===== config.mk =====
export PLATFORM = sky130hd
export DESIGN_NAME = quad_wiper_i2c_target
export DESIGN_NICKNAME = d
export VERILOG_FILES = /design/src/rtl/wiper_i2c_pkg.sv /design/src/rtl/i2c_line_sync.sv /design/src/rtl/wiper_bank.sv /design/src/rtl/i2c_wiper_fsm.sv /design/src/rtl/quad_wiper_i2c_target.sv
export SDC_FILE = /design/constraint.sdc
export NUM_CORES = 1
export LEC_CHECK = 0
export BUFFER_PORTS_ARGS = -buffer_cell sky130_fd_sc_hd__buf_4
export CAP_MARGIN = 0
export CORE_UTILIZATION = 40
export CTS_BUF_LIST = sky130_fd_sc_hd__clkbuf_4 sky130_fd_sc_hd__clkbuf_8 sky130_fd_sc_hd__clkbuf_16
export DETAILED_ROUTE_END_ITERATION = 8
export PLACE_DENSITY_LB_ADDON = 0.3
export SLEW_MARGIN = 20
export SYNTH_ARGS = -nofsm -noshare
export SYNTH_HDL_FRONTEND = slang
export SYNTH_HIERARCHICAL = 1
export SYNTH_SLANG_ARGS = --single-unit

===== constraint.sdc =====
create_clock -name clk -period 4.14 [get_ports clk]
set_input_delay 0 -clock clk [delete_from_list [all_inputs] [get_ports clk]]
set_output_delay 0 -clock clk [all_outputs]
set_load 0.01 [all_outputs]

===== src/rtl/wiper_i2c_pkg.sv =====
package wiper_i2c_pkg;

  // Width of a bus byte and of the register pointer carried in the instruction byte
  localparam int BYTE_W = 8;
  localparam int PTR_W  = 5;

  typedef enum logic [2:0] {
    ST_IDLE,
    ST_ADDR,
    ST_INSTR,
    ST_WDATA,
    ST_RDATA
  } xfer_state_e;

endpackage


===== src/rtl/i2c_line_sync.sv =====
module i2c_line_sync (
  input  logic clk,
  input  logic rst_n,
  input  logic scl_in,
  input  logic sda_in,
  output logic sda_s,
  output logic scl_rise,
  output logic scl_fall,
  output logic start_det,
  output logic stop_det
);

  logic scl_m, sda_m;
  logic scl_s, scl_q, sda_q;

  // Two synchroniser stages plus one history stage; the bus idles high
  always_ff @(posedge clk or negedge rst_n) begin
    if (!rst_n) begin
      scl_m <= 1'b1;
      sda_m <= 1'b1;
      scl_s <= 1'b1;
      sda_s <= 1'b1;
      scl_q <= 1'b1;
      sda_q <= 1'b1;
    end else begin
      scl_m <= scl_in;
      sda_m <= sda_in;
      scl_s <= scl_m;
      sda_s <= sda_m;
      scl_q <= scl_s;
      sda_q <= sda_s;
    end
  end

  always_comb begin
    scl_rise  = scl_s & ~scl_q;
    scl_fall  = ~scl_s & scl_q;
    start_det = scl_s & scl_q & sda_q & ~sda_s;
    stop_det  = scl_s & scl_q & ~sda_q & sda_s;
  end

endmodule


===== src/rtl/wiper_bank.sv =====
module wiper_bank
  import wiper_i2c_pkg::*;
#(
  parameter int NUM_WIPERS = 4,
  parameter int WIPER_W    = 8,
  parameter int RST_VAL    = 128
) (
  input  logic                          clk,
  input  logic                          rst_n,
  input  logic                          wr_en,
  input  logic [PTR_W-1:0]              wr_addr,
  input  logic [WIPER_W-1:0]            wr_data,
  input  logic [PTR_W-1:0]              rd_addr,
  output logic [WIPER_W-1:0]            rd_data,
  output logic [NUM_WIPERS*WIPER_W-1:0] wiper_o
);

  localparam logic [WIPER_W-1:0] RST_WORD = WIPER_W'(RST_VAL);

  for (genvar g = 0; g < NUM_WIPERS; g++) begin : g_lane
    logic              lane_we;
    logic [WIPER_W-1:0] val_q;

    assign lane_we = wr_en && (wr_addr == PTR_W'(g));

    always_ff @(posedge clk or negedge rst_n) begin
      if (!rst_n) begin
        val_q <= RST_WORD;
      end else if (lane_we) begin
        val_q <= wr_data;
      end
    end

    assign wiper_o[g*WIPER_W +: WIPER_W] = val_q;
  end

  // Reserved pointer values read back as zero
  always_comb begin
    rd_data = '0;
    for (int i = 0; i < NUM_WIPERS; i++) begin
      if (rd_addr == PTR_W'(i)) rd_data = wiper_o[i*WIPER_W +: WIPER_W];
    end
  end

endmodule


===== src/rtl/i2c_wiper_fsm.sv =====
module i2c_wiper_fsm
  import wiper_i2c_pkg::*;
#(
  parameter int           WIPER_W = 8,
  parameter logic [4:0]   ADDR_HI = 5'b01011
) (
  input  logic               clk,
  input  logic               rst_n,
  input  logic               sda_s,
  input  logic               scl_rise,
  input  logic               scl_fall,
  input  logic               start_det,
  input  logic               stop_det,
  input  logic [1:0]         strap_in,
  input  logic [WIPER_W-1:0] rd_data,
  output logic               sda_oe,
  output logic               cmd_flag,
  output logic               wr_en,
  output logic [PTR_W-1:0]   wr_addr,
  output logic [WIPER_W-1:0] wr_data,
  output logic [PTR_W-1:0]   rd_addr
);

  xfer_state_e        state_q, state_d, nxt_q, nxt_d;
  logic [3:0]         bitcnt_q, bitcnt_d;
  logic               ack_q, ack_d;
  logic [BYTE_W-1:0]  shreg_q, shreg_d;
  logic               oe_q, oe_d;
  logic [PTR_W-1:0]   ptr_q, ptr_d;
  logic               regok_q, regok_d;
  logic               flag_q, flag_d;
  logic               mack_q, mack_d;
  logic [BYTE_W-1:0]  rd_byte;

  assign rd_byte = BYTE_W'(rd_data);
  // During the controller's acknowledge slot the next byte is fetched ahead
  assign rd_addr = (state_q == ST_RDATA && ack_q) ? ptr_q + 1'b1 : ptr_q;
  assign wr_addr = ptr_q;
  assign wr_data = shreg_q[WIPER_W-1:0];
  assign sda_oe  = oe_q;
  assign cmd_flag = flag_q;

  always_comb begin
    state_d  = state_q;
    nxt_d    = nxt_q;
    bitcnt_d = bitcnt_q;
    ack_d    = ack_q;
    shreg_d  = shreg_q;
    oe_d     = oe_q;
    ptr_d    = ptr_q;
    regok_d  = regok_q;
    flag_d   = flag_q;
    mack_d   = mack_q;
    wr_en    = 1'b0;

    if (start_det) begin
      state_d  = ST_ADDR;
      bitcnt_d = '0;
      ack_d    = 1'b0;
      oe_d     = 1'b0;
    end else if (stop_det) begin
      state_d  = ST_IDLE;
      bitcnt_d = '0;
      ack_d    = 1'b0;
      oe_d     = 1'b0;
    end else if (state_q != ST_IDLE) begin
      if (ack_q && state_q == ST_RDATA) begin
        // Controller acknowledge slot after a read byte
        if (scl_rise) mack_d = ~sda_s;
        if (scl_fall) begin
          ack_d    = 1'b0;
          bitcnt_d = '0;
          if (mack_q) begin
            ptr_d   = ptr_q + 1'b1;
            shreg_d = rd_byte;
            oe_d    = ~rd_byte[BYTE_W-1];
          end else begin
            state_d = ST_IDLE;
          end
        end
      end else if (ack_q) begin
        // Target acknowledge slot ends on the ninth falling edge
        if (scl_fall) begin
          ack_d    = 1'b0;
          oe_d     = 1'b0;
          bitcnt_d = '0;
          state_d  = nxt_q;
          if (nxt_q == ST_RDATA) begin
            shreg_d = rd_byte;
            oe_d    = ~rd_byte[BYTE_W-1];
          end
        end
      end else if (state_q == ST_RDATA) begin
        if (scl_rise) bitcnt_d = bitcnt_q + 1'b1;
        if (scl_fall) begin
          if (bitcnt_q == 4'd8) begin
            oe_d     = 1'b0;
            ack_d    = 1'b1;
            mack_d   = 1'b0;
            bitcnt_d = '0;
          end else begin
            shreg_d = {shreg_q[BYTE_W-2:0], 1'b0};
            oe_d    = ~shreg_q[BYTE_W-2];
          end
        end
      end else begin
        if (scl_rise) begin
          shreg_d  = {shreg_q[BYTE_W-2:0], sda_s};
          bitcnt_d = bitcnt_q + 1'b1;
        end
        if (scl_fall && bitcnt_q == 4'd8) begin
          bitcnt_d = '0;
          unique case (state_q)
            ST_ADDR: begin
              if (shreg_q[7:1] == {ADDR_HI, strap_in}) begin
                oe_d  = 1'b1;
                ack_d = 1'b1;
                nxt_d = shreg_q[0] ? ST_RDATA : ST_INSTR;
              end else begin
                state_d = ST_IDLE;
              end
            end
            ST_INSTR: begin
              oe_d    = 1'b1;
              ack_d   = 1'b1;
              ptr_d   = shreg_q[PTR_W-1:0];
              regok_d = ~shreg_q[7] & ~shreg_q[6];
              flag_d  = shreg_q[7] | shreg_q[6];
              nxt_d   = ST_WDATA;
            end
            ST_WDATA: begin
              oe_d  = 1'b1;
              ack_d = 1'b1;
              wr_en = regok_q;
              ptr_d = ptr_q + 1'b1;
              nxt_d = ST_WDATA;
            end
            default: begin
              state_d = ST_IDLE;
            end
          endcase
        end
      end
    end
  end

  always_ff @(posedge clk or negedge rst_n) begin
    if (!rst_n) begin
      state_q  <= ST_IDLE;
      nxt_q    <= ST_IDLE;
      bitcnt_q <= '0;
      ack_q    <= 1'b0;
      shreg_q  <= '0;
      oe_q     <= 1'b0;
      ptr_q    <= '0;
      regok_q  <= 1'b0;
      flag_q   <= 1'b0;
      mack_q   <= 1'b0;
    end else begin
      state_q  <= state_d;
      nxt_q    <= nxt_d;
      bitcnt_q <= bitcnt_d;
      ack_q    <= ack_d;
      shreg_q  <= shreg_d;
      oe_q     <= oe_d;
      ptr_q    <= ptr_d;
      regok_q  <= regok_d;
      flag_q   <= flag_d;
      mack_q   <= mack_d;
    end
  end

endmodule


===== src/rtl/quad_wiper_i2c_target.sv =====
module quad_wiper_i2c_target
  import wiper_i2c_pkg::*;
#(
  parameter int         NUM_WIPERS = 4,
  parameter int         WIPER_W    = 8,
  parameter logic [4:0] ADDR_HI    = 5'b01011,
  parameter int         RST_VAL    = 128
) (
  input  logic                          clk,
  input  logic                          rst_n,
  input  logic                          scl_in,
  input  logic                          sda_in,
  input  logic [1:0]                    strap_in,
  output logic                          sda_oe,
  output logic                          cmd_flag,
  output logic [NUM_WIPERS*WIPER_W-1:0] wiper_o
);

  logic rst_meta, rst_sync;
  logic sda_s, scl_rise, scl_fall, start_det, stop_det;
  logic wr_en;
  logic [PTR_W-1:0]   wr_addr, rd_addr;
  logic [WIPER_W-1:0] wr_data, rd_data;

  // Assert asynchronously, release on the clock
  always_ff @(posedge clk or negedge rst_n) begin
    if (!rst_n) begin
      rst_meta <= 1'b0;
      rst_sync <= 1'b0;
    end else begin
      rst_meta <= 1'b1;
      rst_sync <= rst_meta;
    end
  end

  i2c_line_sync u_sync (
    .clk       (clk),
    .rst_n     (rst_sync),
    .scl_in    (scl_in),
    .sda_in    (sda_in),
    .sda_s     (sda_s),
    .scl_rise  (scl_rise),
    .scl_fall  (scl_fall),
    .start_det (start_det),
    .stop_det  (stop_det)
  );

  i2c_wiper_fsm #(
    .WIPER_W (WIPER_W),
    .ADDR_HI (ADDR_HI)
  ) u_fsm (
    .clk       (clk),
    .rst_n     (rst_sync),
    .sda_s     (sda_s),
    .scl_rise  (scl_rise),
    .scl_fall  (scl_fall),
    .start_det (start_det),
    .stop_det  (stop_det),
    .strap_in  (strap_in),
    .rd_data   (rd_data),
    .sda_oe    (sda_oe),
    .cmd_flag  (cmd_flag),
    .wr_en     (wr_en),
    .wr_addr   (wr_addr),
    .wr_data   (wr_data),
    .rd_addr   (rd_addr)
  );

  wiper_bank #(
    .NUM_WIPERS (NUM_WIPERS),
    .WIPER_W    (WIPER_W),
    .RST_VAL    (RST_VAL)
  ) u_bank (
    .clk     (clk),
    .rst_n   (rst_sync),
    .wr_en   (wr_en),
    .wr_addr (wr_addr),
    .wr_data (wr_data),
    .rd_addr (rd_addr),
    .rd_data (rd_data),
    .wiper_o (wiper_o)
  );

endmodule


# Word-level counts from Yosys, hierarchy flattened

Index checks and enable logic that the tools add are counted.

Logic and storage cells: 196
Bits in registers: 68

Bitwise logic cells: 21
Mux-type cells: 90
Equality and inequality tests: 32
$add $sub $neg: 2
Reduce and logical (&&, ||, !) cells: 29

Operator list:

| cell                 | count |
|---|---|
| $mux W8              | 14 |
| $mux W4              | 11 |
| $mux W1              | 40 |
| $mux W3              | 13 |
| $mux W5              | 7 |
| $reduce_and A8 Y1    | 4 |
| $eq A5 B2 Y1 const B | 4 |
| $ne A4 B3 Y1 const B | 5 |
| $reduce_and A9 Y1    | 2 |
| $not A1 Y1           | 12 |
| $pmux W3 S2          | 2 |
| $eq A5 B1 Y1 const B | 2 |
| $logic_not A5 Y1     | 2 |
| $ne A2 B1 Y1 const B | 5 |
| $pmux W5 S2          | 1 |
| $reduce_and A10 Y1   | 1 |
| $reduce_bool A2 Y1   | 5 |
| $reduce_bool A3 Y1   | 3 |
| $and A1 B1 Y1        | 8 |
| $eq A7 B6 Y1         | 1 |
| $ne A7 B3 Y1 const B | 1 |
| $reduce_bool A7 Y1   | 1 |
| $eq A3 B2 Y1 const B | 2 |
| $eq A3 B3 Y1 const B | 2 |
| other kinds (18)     | 26 |

# Logic depth before layout (Yosys ltp)

Gate-level depths: netlist of the first run.

Word-level depth: 16
Gate-level depth with buffers: 14
Depth with buffers taken out: 10

# Cells and area by module

The synthesis of the first run kept the hierarchy.

Modules (own cells, without submodules):

| module                | sequential area each (um^2) | cells each | area an instance (um^2) | times used |
|---|---|---|---|---|
| i2c_wiper_fsm         | 700.7                       | 205        | 1,896.8                 | 1 |
| wiper_bank            | 805.8                       | 91         | 1,490.2                 | 1 |
| i2c_line_sync         | 157.7                       | 10         | 190.2                   | 1 |
| quad_wiper_i2c_target | 50.0                        | 3          | 53.8                    | 1 |

# Worst setup path before layout of the first run

Ideal clock, no wire load.

Path type: register -> register
Start: register u_fsm.state_q[1]
End: register u_fsm.shreg_q[7] (netlist: u_fsm/wr_data[7])
Data required time: 4.013 ns
Setup time: 0.127 ns
Clock period less this slack: 3.338 ns
Arrival time: 3.210 ns
Slack: 0.802 ns
Stages on the path, launching flop included: 13
Buffers on the path: 4
Cell sequence: dfrtp_1 -> clkbuf_1 -> or3b_4 -> inv_2 -> ha_1 -> buf_2 -> buf_1 -> xor2_1 -> buf_2 -> mux4_2 -> nor2b_1 -> mux2_1 -> mux2_1

Cells in the longest elaborated chain, start to end: 12

Ends and longest elaborated chain:

| what                   | line                        | text |
|---|---|---|
| start, declared        | i2c_wiper_fsm.sv:24         | `xfer_state_e state_q, state_d, nxt_q, nxt_d;` |
| start signal, assigned | i2c_wiper_fsm.sv:160        | `state_q <= state_d;` |
| $eq A3 B3 Y1 *         | i2c_wiper_fsm.sv:37         | `assign rd_addr = (state_q == ST_RDATA && ack_q) ? ptr_q + 1'b1 : ptr_q;` |
| $logic_and A1 B1 Y1 *  | i2c_wiper_fsm.sv:37         |  |
| $mux W5 *              | i2c_wiper_fsm.sv:37         |  |
| via rd_addr[0]         | quad_wiper_i2c_target.sv:22 | `logic [PTR_W-1:0] wr_addr, rd_addr;` |
| $logic_not A5 Y1       | wiper_bank.sv:41            | `if (rd_addr == PTR_W'(i)) rd_data = wiper_o[i*WIPER_W +: WIPER_W];` |
| $mux W8 (3 in a row)   | wiper_bank.sv:41            |  |
| $mux W8 *              | wiper_bank.sv:41            |  |
| via rd_data[7]         | quad_wiper_i2c_target.sv:23 | `logic [WIPER_W-1:0] wr_data, rd_data;` |
| $mux W8                | i2c_wiper_fsm.sv:88         | `if (nxt_q == ST_RDATA) begin` |
| $mux W8                | i2c_wiper_fsm.sv:83         | `if (scl_fall) begin` |
| $mux W8                | i2c_wiper_fsm.sv:81         | `end else if (ack_q) begin` |
| $mux W8 *              | i2c_wiper_fsm.sv:67         | `if (ack_q && state_q == ST_RDATA) begin` |
| end signal, assigned   | i2c_wiper_fsm.sv:164        | `shreg_q <= shreg_d;` |
| end, declared          | i2c_wiper_fsm.sv:27         | `logic [BYTE_W-1:0] shreg_q, shreg_d;` |

Mark *: on every way through the listed nets, which the timed path passes. The rest lies on a longest branch. The select of a mux whose other input is x is not followed.
A chain may end at the register's enable or synchronous reset.

# Worst setup path after layout of the first run

Start: register u_fsm.state_q[0]
End: register u_fsm.shreg_q[3] (netlist: u_fsm/wr_data[3])

The elaborated chain is that of the path after synthesis.

==> summary.txt, run 1 <==
==============================================================================
Number of placement rows                                                    34
Per-cell routed wire length                                            18.3 um
Post-layout util                                                         0.487
Net Count, Synth                                                           322
Main synth FF type                                                     dfrtp_1
Detailed-placement wirelength estimate                                 5.83 mm
Number of H-tree levels                                                      3
Register bit total from synthesis                                           68
Number of library cell types mapped by synthesis                            60
Core Footprint                                                        8760 um2
Number of max-slew violations in the final report                            0
Setup repair after global routing missed its margin                         no
Area of the mapped netlist                                            3630 um2
Post-CTS setup repair buffer count                                           0
Arrival time reported for the critical path endpoint                   3640 ps
VDD IR max                                                          0.000216 V
Final count of negative-setup-slack endpoints                                0
Minimum clock period                                                   3410 ps
Post-Route Setup TNS                                                      0 ps
P_leak                                                                 2.02 nW
Reg-to-reg startpoint                                             u_fsm/state_q[0]
Root buf cell                                                         clkbuf_8
Status                                                            finished, final reports clean
Pre-Repair DR Iteration Count                                                4
Worst slack, placed                                                     759 ps
Hold violation total from the final report                                   0
Power per cell area                                                 365 nW/um2
CTS Buf Count                                                                9
Clock slew at reported path FFs                                          80 ps
Final GP Congestion                                                      0.827
Wire length of the first global-routing pass                           14.3 mm
Startpoint Class                                                          flop
Worst Setup Path Type                                             flop to flop
Max-capacitance violation count                                              0
Cell count after synthesis                                                 309
Slew at the pin with the worst max-slew slack                           948 ps
Buffers added on ports                                                      39
Via/cell ratio                                                            5.71
Remaining max-slew budget at the tightest pin                            0.368
Antenna fix cells                                                            0
Peak Freq                                                            0.294 GHz
Y dimension of the die                                                 97.3 um
Hold crit path type                                               flop to asynchronous set/reset pin
Vias                                                                      2655
Grt total ovfl                                                               0
Clock tree from TritonCTS                                                  yes
Number of nets in the layout                                               365
Initial antenna violation count                                              0
Starting Density                                                         0.414
Share of cells above drive strength 1                                    0.356
Non-filler cells, final                                                    465
Number of global-route vias before repair                                 2726
Yosys warnings                                                               6
TritonCTS Sinks                                                             68
Final Worst Setup Slack                                                 734 ps
Ports                                                                       40
Global-route layer with the greatest usage                                met2
GR Util All Layers                                                       0.192
Clock buffer depth                                                           2
Async set or reset register ratio after synthesis                         1.00
Post-Route Skew                                                        10.2 ps
Antenna-violating nets left                                                  0
Highest fanout seen on the critical path                                    14
Routing usage on met2                                                    0.318
Kind of capture point of the worst setup path                             flop
CP required                                                            4380 ps
Total instance count after detailed placement                              445
DIE WIDTH                                                              97.3 um
# fillers                                                                  824
Fraction of met1 tracks used by global routing                           0.255
# DRC                                                                        0
Number of enable flip-flop cells after synthesis                             0
Pin count of the biggest net entering global routing                        41
Drt initial violations                                                     104
Post-route fraction of the period consumed by the critical path          0.823
Met3 layer usage reported by global route                               0.0475
Die area                                                              9460 um2
Syn-to-layout area delta                                                 17.5%
Post-Route WL                                                          8.51 mm
Worst setup path startpoint                                       u_fsm/state_q[0]
Part of the Yosys area used for sequential elements                      0.472
Clock network latency to the later pin of the worst-skew pair           350 ps
Mean Syn Cell Area                                                    11.8 um2
==============================================================================
synthesized netlist by cell type (5+ instances only):
master | count | share of area
nor2b_1 | 12 | 0.021
ha_1 | 7 | 0.024
dfrtp_1 | 58 | 0.40
nor3_1 | 8 | 0.011
o21ai_1 | 14 | 0.019
inv_1 | 5 | 0.0052
mux2_2 | 33 | 0.10
nor2_1 | 17 | 0.018
mux4_2 | 8 | 0.050
clkbuf_1 | 10 | 0.010
dfstp_2 | 10 | 0.072
nand3_1 | 6 | 0.0083
o21ai_0 | 5 | 0.0069
mux2_1 | 15 | 0.047
a21oi_1 | 12 | 0.017
nand2_1 | 14 | 0.014
layout by cell type, fill, tap and decap left out, types with 5 or more instances in the layout:
cell	Yosys	layout
o21ai_1	14	14
nor2b_1	12	12
mux4_2	8	8
o21ai_0	5	5
mux2_1	15	15
nand2_1	14	14
clkbuf_8	0	9
dfstp_2	10	10
buf_4	0	44
mux2_2	33	33
a21oi_1	12	12
nand3_1	6	6
dfrtp_1	58	57
nor3_1	8	8
nor2_1	17	17
ha_1	7	7
inv_1	5	5
kinds of logic after synthesis:
| family | Yosys count | synth area share |
|---|---|---|
| flops | 68 | 0.472 |
| mux | 61 | 0.214 |
| fa+ha+maj | 7 | 0.0241 |
| xor+xnor | 6 | 0.0145 |
| compound gates | 52 | 0.0968 |
| simple gates | 91 | 0.151 |
| buf+inv | 23 | 0.0272 |
| other cells | 1 | 0.00103 |
what timing repair did:
action	CTS	global route
hold buffers	4	0
gates resized for setup	0	0
setup endpoints to repair	0	0
endpoints found under the hold margin	4	0
area by class of cell:
class	count	area [um2]	area share
Clock buffer	9	124	0.0290
Clock inverter	7	76.3	0.0179
Inverter	7	26.3	0.00616
Multi-Input combinational cell	218	1820	0.426
Sequential cell	68	1720	0.402
Tap cell	108	135	0.0317
Timing Repair Buffer	48	370	0.0868
critical path, stage by stage (launching register included):
cell	delay (ps)
dfrtp_1	530
or3b_4	490
inv_2	110
ha_1	380
buf_4	240
mux2_2	460
mux4_2	330
nor2b_1	150
mux2_1	310
mux2_1	290
stage by stage:
| stage | hold WS [ps] | power (W) | cell area (um2) |
|---|---|---|---|
| 2_1_floorplan | -296 | 0.000930 | 3630 |
| 5_1_grt | 288 | 0.00163 | 4270 |
| 6_report | 283 | 0.00156 | 4270 |
| 3_3_place_gp | -215 | 0.000999 | 4030 |
| 3_5_place_dp | -215 | 0.00100 | 4030 |
| 4_1_cts | 293 | 0.00157 | 4270 |
state kept, by name (all words and copies together), names as in the netlist, 3 cells and up:
signal,count
u_fsm/bitcnt_q,4
u_fsm/wr_data,8
u_bank/g_lane.val_q,32
u_fsm/wr_addr,5
u_fsm/nxt_q,3
u_fsm/state_q,3
final timing paths:
kind | cells past startpoint | slack (ps) | endpoint
setup / recovery | 9 | 730 | u_fsm/wr_data[3]
hold / removal | 0 | 280 | u_bank/g_lane[0].val_q[2]
setup reg to reg | 9 | 730 | u_fsm/wr_data[3]
hold reg to reg | 0 | 280 | u_bank/g_lane[0].val_q[2]
max in group asynchronous | 1 | 2880 | u_bank/g_lane[3].val_q[7]
min in group clk | 2 | 300 | u_sync/sda_m
routing by layer:
metal	share of wire	routed length [um]
met5	0	0
met3	0.041	346
met4	0.0078	66
met2	0.49	4200
met1	0.46	3890
report_power, final:
group / leakage (nW) / total, W / switching (W) / internal [W]
clock: 0.0958 / 0.000564 / 0.000283 / 0.000281
combinational: 1.04 / 0.000172 / 0.0000836 / 0.0000880
sequential: 0.889 / 0.000822 / 0.000106 / 0.000716
No activity file was read; power rests on OpenSTA's default activity.
==> run 2, diff against run 1 <==
--- a/config.mk
+++ b/config.mk
@@ -5,6 +5,7 @@
 export SDC_FILE = /design/constraint.sdc
 export NUM_CORES = 1
 export LEC_CHECK = 0
+export ABC_AREA = 1
 export BUFFER_PORTS_ARGS = -buffer_cell sky130_fd_sc_hd__buf_4
 export CAP_MARGIN = 0
 export CORE_UTILIZATION = 40
==> constraint.sdc (replaced) <==
create_clock -name clk -period 3.2 [get_ports clk]
set_input_delay 0 -clock clk [delete_from_list [all_inputs] [get_ports clk]]
set_output_delay 0 -clock clk [all_outputs]
set_load 0.01 [all_outputs]
==> summary.txt, run 2 <==
==============================================================================
Worst hold path endpoint                                          u_fsm/nxt_q[1]
# fillers                                                                  914   +11%
Register with the highest flop count                              u_bank/g_lane.val_q
Number of global-route vias before repair                                 3417   +25%
Number of enable flip-flop cells after synthesis                             0   unchanged
Root buf cell                                                         clkbuf_8
Top-count cell post-synth                                              nand2_1
Number of flip-flops in the largest register                                32   unchanged
Clock tree from TritonCTS                                                  yes
Number of max-slew violations in the final report                            0   unchanged
Detailed-placement wirelength estimate                                 7.45 mm   +28%
Worst Setup Path Type                                             flop to flop
Buffer and inverter count on the worst path                                  3   +1
Synth area leaders                                                dfrtp_1 37%, nand2_1 12%, nand4_1 7.4%
Power per cell area                                                 473 nW/um2   +30%
CTS Buf Count                                                                9   unchanged
Wire length of the first global-routing pass                           17.1 mm   +20%
DIE WIDTH                                                               101 um   +3.5%
Number of placement rows                                                    35   +2.9%
Final GP Congestion                                                      0.923   +12%
Syn-to-layout area delta                                                 17.5%   about the same
Buffers added on ports                                                      39   unchanged
Starting Density                                                         0.417   +0.00310
Async set or reset register ratio after synthesis                         1.00   unchanged
Clock buffer depth                                                           2   unchanged
CP delay by family, top                                           simple AND/OR/NAND/NOR gates
Post-Route Skew                                                        9.95 ps   -0.226 ps
Pin count of the biggest net entering global routing                        38   -7.3%
Number of cells traversed by the worst hold path                             8
Pre-Repair DR Iteration Count                                                5   +1
Kind of capture point of the worst setup path                             flop
TritonCTS Sinks                                                             68   unchanged
Post-route fraction of the period consumed by the critical path          0.911   +0.0883
Most common cell after layout, fill and taps aside                     nand2_1
Clock slew at reported path FFs                                          80 ps   about the same
Area of the mapped netlist                                            3890 um2   +7.2%
P_leak                                                                 2.16 nW   +7.0%
Worst Reg2Reg Path Length in Cells                                          11   +2
Leading cell types in the layout, fill and taps excluded          125 x nand2_1, 57 x dfrtp_1, 53 x inv_1, 52 x buf_4, 46 x nand4_1
Number of H-tree levels                                                      3   unchanged
Initial antenna violation count                                              0   unchanged
Hold crit path type                                               input port to flop
Arrival time reported for the critical path endpoint                   3130 ps   -510 ps
Via/cell ratio                                                            5.32   -6.9%
Status                                                            finished, final reports clean
Clock network latency to the later pin of the worst-skew pair           340 ps   about the same
Final Worst Setup Slack                                                 284 ps   -449 ps
# DRC                                                                        0   unchanged
Core Footprint                                                        9330 um2   +6.4%
Max-capacitance violation count                                              0   unchanged
Share of cells above drive strength 1                                    0.217   -0.139
Hold Path Origin                                                   strap_in[0]
Worst-path cell with the longest stage delay                           dfrtp_1
Post-Route WL                                                          10.2 mm   +20%
CP required                                                            3420 ps   -960 ps
Remaining max-slew budget at the tightest pin                            0.442   +0.0739
Hold violation total from the final report                                   0   unchanged
Antenna-violating nets left                                                  0   unchanged
Die area                                                             10100 um2   +7.1%
VDD IR max                                                          0.000231 V   +6.6%
Highest fanout seen on the critical path                                    16   +2
Cell count after synthesis                                                 490   +59%
Per-cell routed wire length                                            15.2 um   -17%
GR Util All Layers                                                       0.217   +0.0248
Setup repair after global routing missed its margin                         no
Worst stage delay on the critical path                                  470 ps   -60 ps
Slew at the pin with the worst max-slew slack                           837 ps   -111 ps
Minimum clock period                                                   2920 ps   -491 ps
Main synth FF type                                                     dfrtp_1
Antenna fix cells                                                            0   unchanged
Reg-to-reg startpoint                                             u_fsm/state_q[2]
Synth cell count leaders                                          125 x nand2_1, 58 x dfrtp_1, 53 x inv_1, 46 x nand4_1, 36 x o21ai_0
Drt initial violations                                                     282   +170%
Post-CTS setup repair buffer count                                           0   unchanged
Reg-to-reg slack, setup                                                 280 ps   -450 ps
Capturing point of the worst reg2reg path                         u_bank/g_lane[2].val_q[3]
Worst slack, placed                                                     375 ps   -384 ps
Yosys warnings                                                               6   unchanged
Startpoint Class                                                          flop
Final count of negative-setup-slack endpoints                                0   unchanged
Vias                                                                      3579   +35%
Post-Route Setup TNS                                                      0 ps   unchanged
Mean Syn Cell Area                                                    7.95 um2   -32%
Top-area cell type share of the netlist area                             0.373   -0.0270
Part of the Yosys area used for sequential elements                      0.440   -0.0319
Ports                                                                       40   unchanged
Number of nets in the layout                                               552   +51%
Grt total ovfl                                                               0   unchanged
Net Count, Synth                                                           503   +56%
Y dimension of the die                                                  101 um   +3.5%
Worst-path cell chain                                             nand2_2 > inv_1 > ha_1 > inv_2 > nand2_1 > nor4_1 > inv_1 > nor3b_4 > nand2_2 > nand2_1 > o21ai_2
Largest area contributor in the netlist                                dfrtp_1
Peak Freq                                                            0.343 GHz   +17%
Register bit total from synthesis                                           68   unchanged
Number of library cell types mapped by synthesis                            36   -40%
==============================================================================
[run 2: worst max path at each step]
stage	cells past startpoint	startpoint	slack, ps	end
after floorplan	18	u_fsm/state_q[0]	400	u_fsm/sda_oe
after global placement	11	u_fsm/state_q[2]	390	u_bank/g_lane[3].val_q[4]
after detailed placement	11	u_fsm/state_q[2]	380	u_bank/g_lane[2].val_q[3]
after CTS	11	u_fsm/state_q[2]	340	u_bank/g_lane[2].val_q[5]
after global routing	11	u_fsm/state_q[2]	160	u_bank/g_lane[3].val_q[0]
final	11	u_fsm/state_q[2]	280	u_bank/g_lane[2].val_q[3]
[run 2: worst reg2reg max path: stages (launching register included)]
cell	delay, ps
dfrtp_1	470
nand2_2	200
inv_1	100
ha_1	320
inv_2	200
nand2_1	140
nor4_1	430
inv_1	170
nor3b_4	240
nand2_2	290
nand2_1	180
o21ai_2	60
[run 2: final cells by class]
type                       count  area, um2  share of cell area
clock inverter                 5       58.8              0.0128
tap                          129        161              0.0353
timing repair buffer          56        430              0.0940
sequential                    68       1720               0.375
multi-input combinational    348       1850               0.404
inverter                      56        210              0.0459
clock buffer                  11        151              0.0331
[run 2: cells by family after synthesis]
group                      Yosys count  share of synthesized area
AOI/OAI and AO/OA                   81                      0.124
xor gates and xnor gates             6                     0.0135
adders and majority gates            7                     0.0225
buffers and inverters               74                     0.0855
DFF                                 68                      0.440
other                                1                   0.000963
and+or+nand+nor                    253                      0.313
[run 2: layer usage]
layer / track usage / part of all wire / vias to the layer above
li1: - / - / 1736
met1: 0.313 / 0.48 / 1717
met2: 0.346 / 0.46 / 121
met3: 0.0270 / 0.051 / 5
met4: 0.0569 / 0.0063 / 0
met5: 0 / 0 / -
[run 2: per-stage QoR]
step | cell area, um2 | std cells | util | total power [W] | hold slack [ps]
after floorplan | 3890 | 490 | - | 0.00129 | -296
after global placement | 4330 | 653 | 0.464 | 0.00141 | -218
after detailed placement | 4330 | 653 | 0.464 | 0.00143 | -217
after CTS | 4580 | 673 | 0.491 | 0.00218 | 215
after global routing | 4580 | 673 | 0.491 | 0.00228 | 295
final | 4580 | 673 | 0.491 | 0.00216 | 213
[run 2: what timing repair did]
| item | 4_1_cts | 5_1_grt |
|---|---|---|
| endpoints found under the hold margin | 4 | 0 |
| gates resized for setup | 0 | 0 |
| hold buffers | 4 | 0 |
[run 2: power by group]
part | leakage (nW) | total (W) | switching [W] | internal [W]
sequential | 0.858 | 0.00101 | 0.0000716 | 0.000934
clock | 0.102 | 0.000748 | 0.000344 | 0.000404
combinational | 1.20 | 0.000410 | 0.000293 | 0.000117
total | 2.16 | 0.00216 | 0.000709 | 0.00146
==> run 3, diff against run 2 <==
--- a/config.mk
+++ b/config.mk
@@ -5,7 +5,6 @@
 export SDC_FILE = /design/constraint.sdc
 export NUM_CORES = 1
 export LEC_CHECK = 0
-export ABC_AREA = 1
 export BUFFER_PORTS_ARGS = -buffer_cell sky130_fd_sc_hd__buf_4
 export CAP_MARGIN = 0
 export CORE_UTILIZATION = 40
==> summary.txt, run 3 (synthesis gave the netlist of run 1 again) <==
===============================================================================
Status                                                             finished, final reports clean
Buffer and inverter count on the worst path                                   2   -1
Arrival time reported for the critical path endpoint                    3250 ps   +120 ps
Detailed-placement wirelength estimate                                  5.97 mm   -20%
Number of flip-flops in the largest register                                 32   unchanged
Worst stage delay on the critical path                                   440 ps   -30 ps
Wire length of the first global-routing pass                            14.0 mm   -18%
Internal cell power                                                   0.00134 W   -8.0%
Die area                                                               9460 um2   -6.6%
Post-CTS setup repair buffer count                                            0   unchanged
Power share of the clock group                                            0.340   -0.006
Grt total ovfl                                                                0   unchanged
Post-Route Setup TNS                                                       0 ps   unchanged
Y dimension of the die                                                  97.3 um   -3.4%
Clock tree from TritonCTS                                                   yes
Startpoint Class                                                           flop
Post-Route Skew                                                         10.9 ps   +0.981 ps
Root buf cell                                                          clkbuf_8
Capturing point of the worst reg2reg path                          u_fsm/wr_data[2]
DIE WIDTH                                                               97.3 um   -3.4%
Net Sw Power                                                         0.000631 W   -11%
Number of placement rows                                                     34   -2.9%
# DRC                                                                         0   unchanged
Pre-Repair DR Iteration Count                                                 4   -1
Ports                                                                        40   unchanged
Initial antenna violation count                                               0   unchanged
Reg-to-reg startpoint                                              u_fsm/state_q[0]
Post-Route WL                                                           8.45 mm   -17%
Hold crit path type                                                input port to flop
Post-route fraction of the period consumed by the critical path           0.941   +0.0295
GR Util All Layers                                                        0.189   -0.0278
Pin count of the biggest net entering global routing                         32   -16%
Kind of capture point of the worst setup path                              flop
TritonCTS Sinks                                                              68   unchanged
Hold violation total from the final report                                    0   unchanged
Worst-path cell chain                                              or3b_4 > inv_2 > ha_1 > buf_4 > mux2_2 > mux4_2 > nor2b_1 > mux2_1 > mux2_1
Buffers added on ports                                                       39   unchanged
Number of nets in the layout                                                377   -32%
Count of instances resized after the clock tree is built                      0   unchanged
P_leak                                                                  2.07 nW   -4.3%
Cell type with the highest occurrence count on the critical path         mux2_1
Minimum clock period                                                    3010 ps   +94.3 ps
Total power                                                           0.00197 W   -9.0%
Clock slew at reported path FFs                                           80 ps   about the same
Setup repair after global routing missed its margin                          no
Drt initial violations                                                      142   -50%
Leading cell types in the layout, fill and taps excluded           57 x dfrtp_1, 56 x buf_4, 33 x mux2_2, 17 x nor2_1, 15 x mux2_1
Antenna fix cells                                                             0   unchanged
Vias                                                                       2643   -26%
Most common cell after layout, fill and taps aside                      dfrtp_1
Final Worst Setup Slack                                                  190 ps   -94.3 ps
Per-cell routed wire length                                             17.7 um   +17%
Peak Freq                                                             0.332 GHz   -3.1%
Fraction of power spent switching nets                                    0.320   -0.00737
Register with the highest flop count                               u_bank/g_lane.val_q
Antenna-violating nets left                                                   0   unchanged
Reg-to-reg slack, setup                                                  190 ps   -90 ps
CTS Buf Count                                                                 9   unchanged
CP required                                                             3440 ps   +20 ps
Post-route cell area                                                   4340 um2   -5.2%
Clock network latency to the later pin of the worst-skew pair            360 ps   +20 ps
Worst Setup Path Type                                              flop to flop
Via/cell ratio                                                             5.54   +4.2%
CP delay by family, top                                            multiplexers
Highest fanout seen on the critical path                                      8   -8
Clock buffer depth                                                            2   unchanged
Number of global-route vias before repair                                  2728   -20%
Capturing instance or port of the critical path                    u_fsm/wr_data[2]
Worst-path cell with the longest stage delay                             mux2_2
Core Footprint                                                         8760 um2   -6.0%
Gate power share                                                          0.121   -0.069
Placed Instance Area                                                   4120 um2   -4.9%
Worst slack, placed                                                      199 ps   -176 ps
Crit path depth                                                               9   -2
Starting Density                                                          0.414   -0.00310
Power per cell area                                                  454 nW/um2   -4.0%
Slew at the pin with the worst max-slew slack                            674 ps   -163 ps
Final GP Congestion                                                       0.850   -7.9%
Worst Reg2Reg Path Length in Cells                                            9   -2
VDD IR max                                                           0.000322 V   +40%
Worst setup path startpoint                                        u_fsm/state_q[0]
Syn-to-layout area delta                                                  19.5%
Max-capacitance violation count                                               0   unchanged
Final count of negative-setup-slack endpoints                                 0   unchanged
Number of H-tree levels                                                       3   unchanged
Remaining max-slew budget at the tightest pin                             0.551   +0.109
Share of cells above drive strength 1                                     0.377   +0.160
Sequential fraction of design power                                       0.540   +0.075
# fillers                                                                   793   -13%
Number of max-slew violations in the final report                             0   unchanged
===============================================================================
## run 3: cell count changes in the layout (fill, tap and decap cells not counted), moves of 8 or more
cell     previous run  this run
nor2b_1             0        12
nand3_1            26         6
mux4_2              0         8
mux2_1              0        15
o21ai_2            17         0
inv_1              53         5
nor2_1             27        17
nand4_1            46         4
nand2_1           125        14
mux2_2              0        33
o21ai_0            35         5
## run 3: metrics by stage
step           cells  hold WS [ps]  utilization
6_report         477           297        0.495
5_1_grt          477           297        0.495
4_1_cts          477           290        0.495
3_5_place_dp     457          -217        0.470
3_3_place_gp     457          -217        0.470
2_1_floorplan    309          -296            -
## run 3: worst reg2reg max path: cells and delay by family (launching register included)
kind                       cells  cell delay [ps]
and+or+nand+nor                2              570
DFF                            1              390
adders and majority gates      1              320
buffers and inverters          2              290
muxes                          4             1320
## run 3: power groups by stage
stage,logic (W),registers [W],clock network (W)
final,0.000238,0.00106,0.000669
after global routing,0.000269,0.00108,0.000732
after CTS,0.000240,0.00106,0.000698
after detailed placement,0.000234,0.00108,0
after global placement,0.000230,0.00108,0
after floorplan,0.000177,0.00103,0
## run 3: worst min-delay path by stage
stage	start	end	slack, ps	depth (start not counted)
after global placement	rst_n	rst_meta	-220	1
after global routing	scl_in	u_sync/scl_m	300	2
after detailed placement	rst_n	rst_meta	-220	1
after floorplan	rst_n	rst_meta	-300	0
after CTS	sda_in	u_sync/sda_m	290	2
final	sda_in	u_sync/sda_m	300	2
## run 3: layer usage
metal,track usage,vias up,routed length (um)
li1,-,1249,-
met1,0.250,1307,3840
met5,0,-,0
met4,0.0543,0,108
met2,0.311,75,4030
met3,0.0460,12,466
## run 3: cell type report
cell class              instances  area [um2]  area share
clock buffers                   9         124      0.0285
clock inverters                 7        60.1      0.0138
inverters                       7        26.3     0.00606
multi-input cells             218        1820       0.419
flip-flops and latches         68        1720       0.395
well taps                     108         135      0.0311
repair buffers                 60         460       0.106
## run 3: repair_timing
action,4_1_cts,5_1_grt
hold buffers,4,0
endpoints found under the setup margin,0,0
endpoints found under the hold margin,4,0
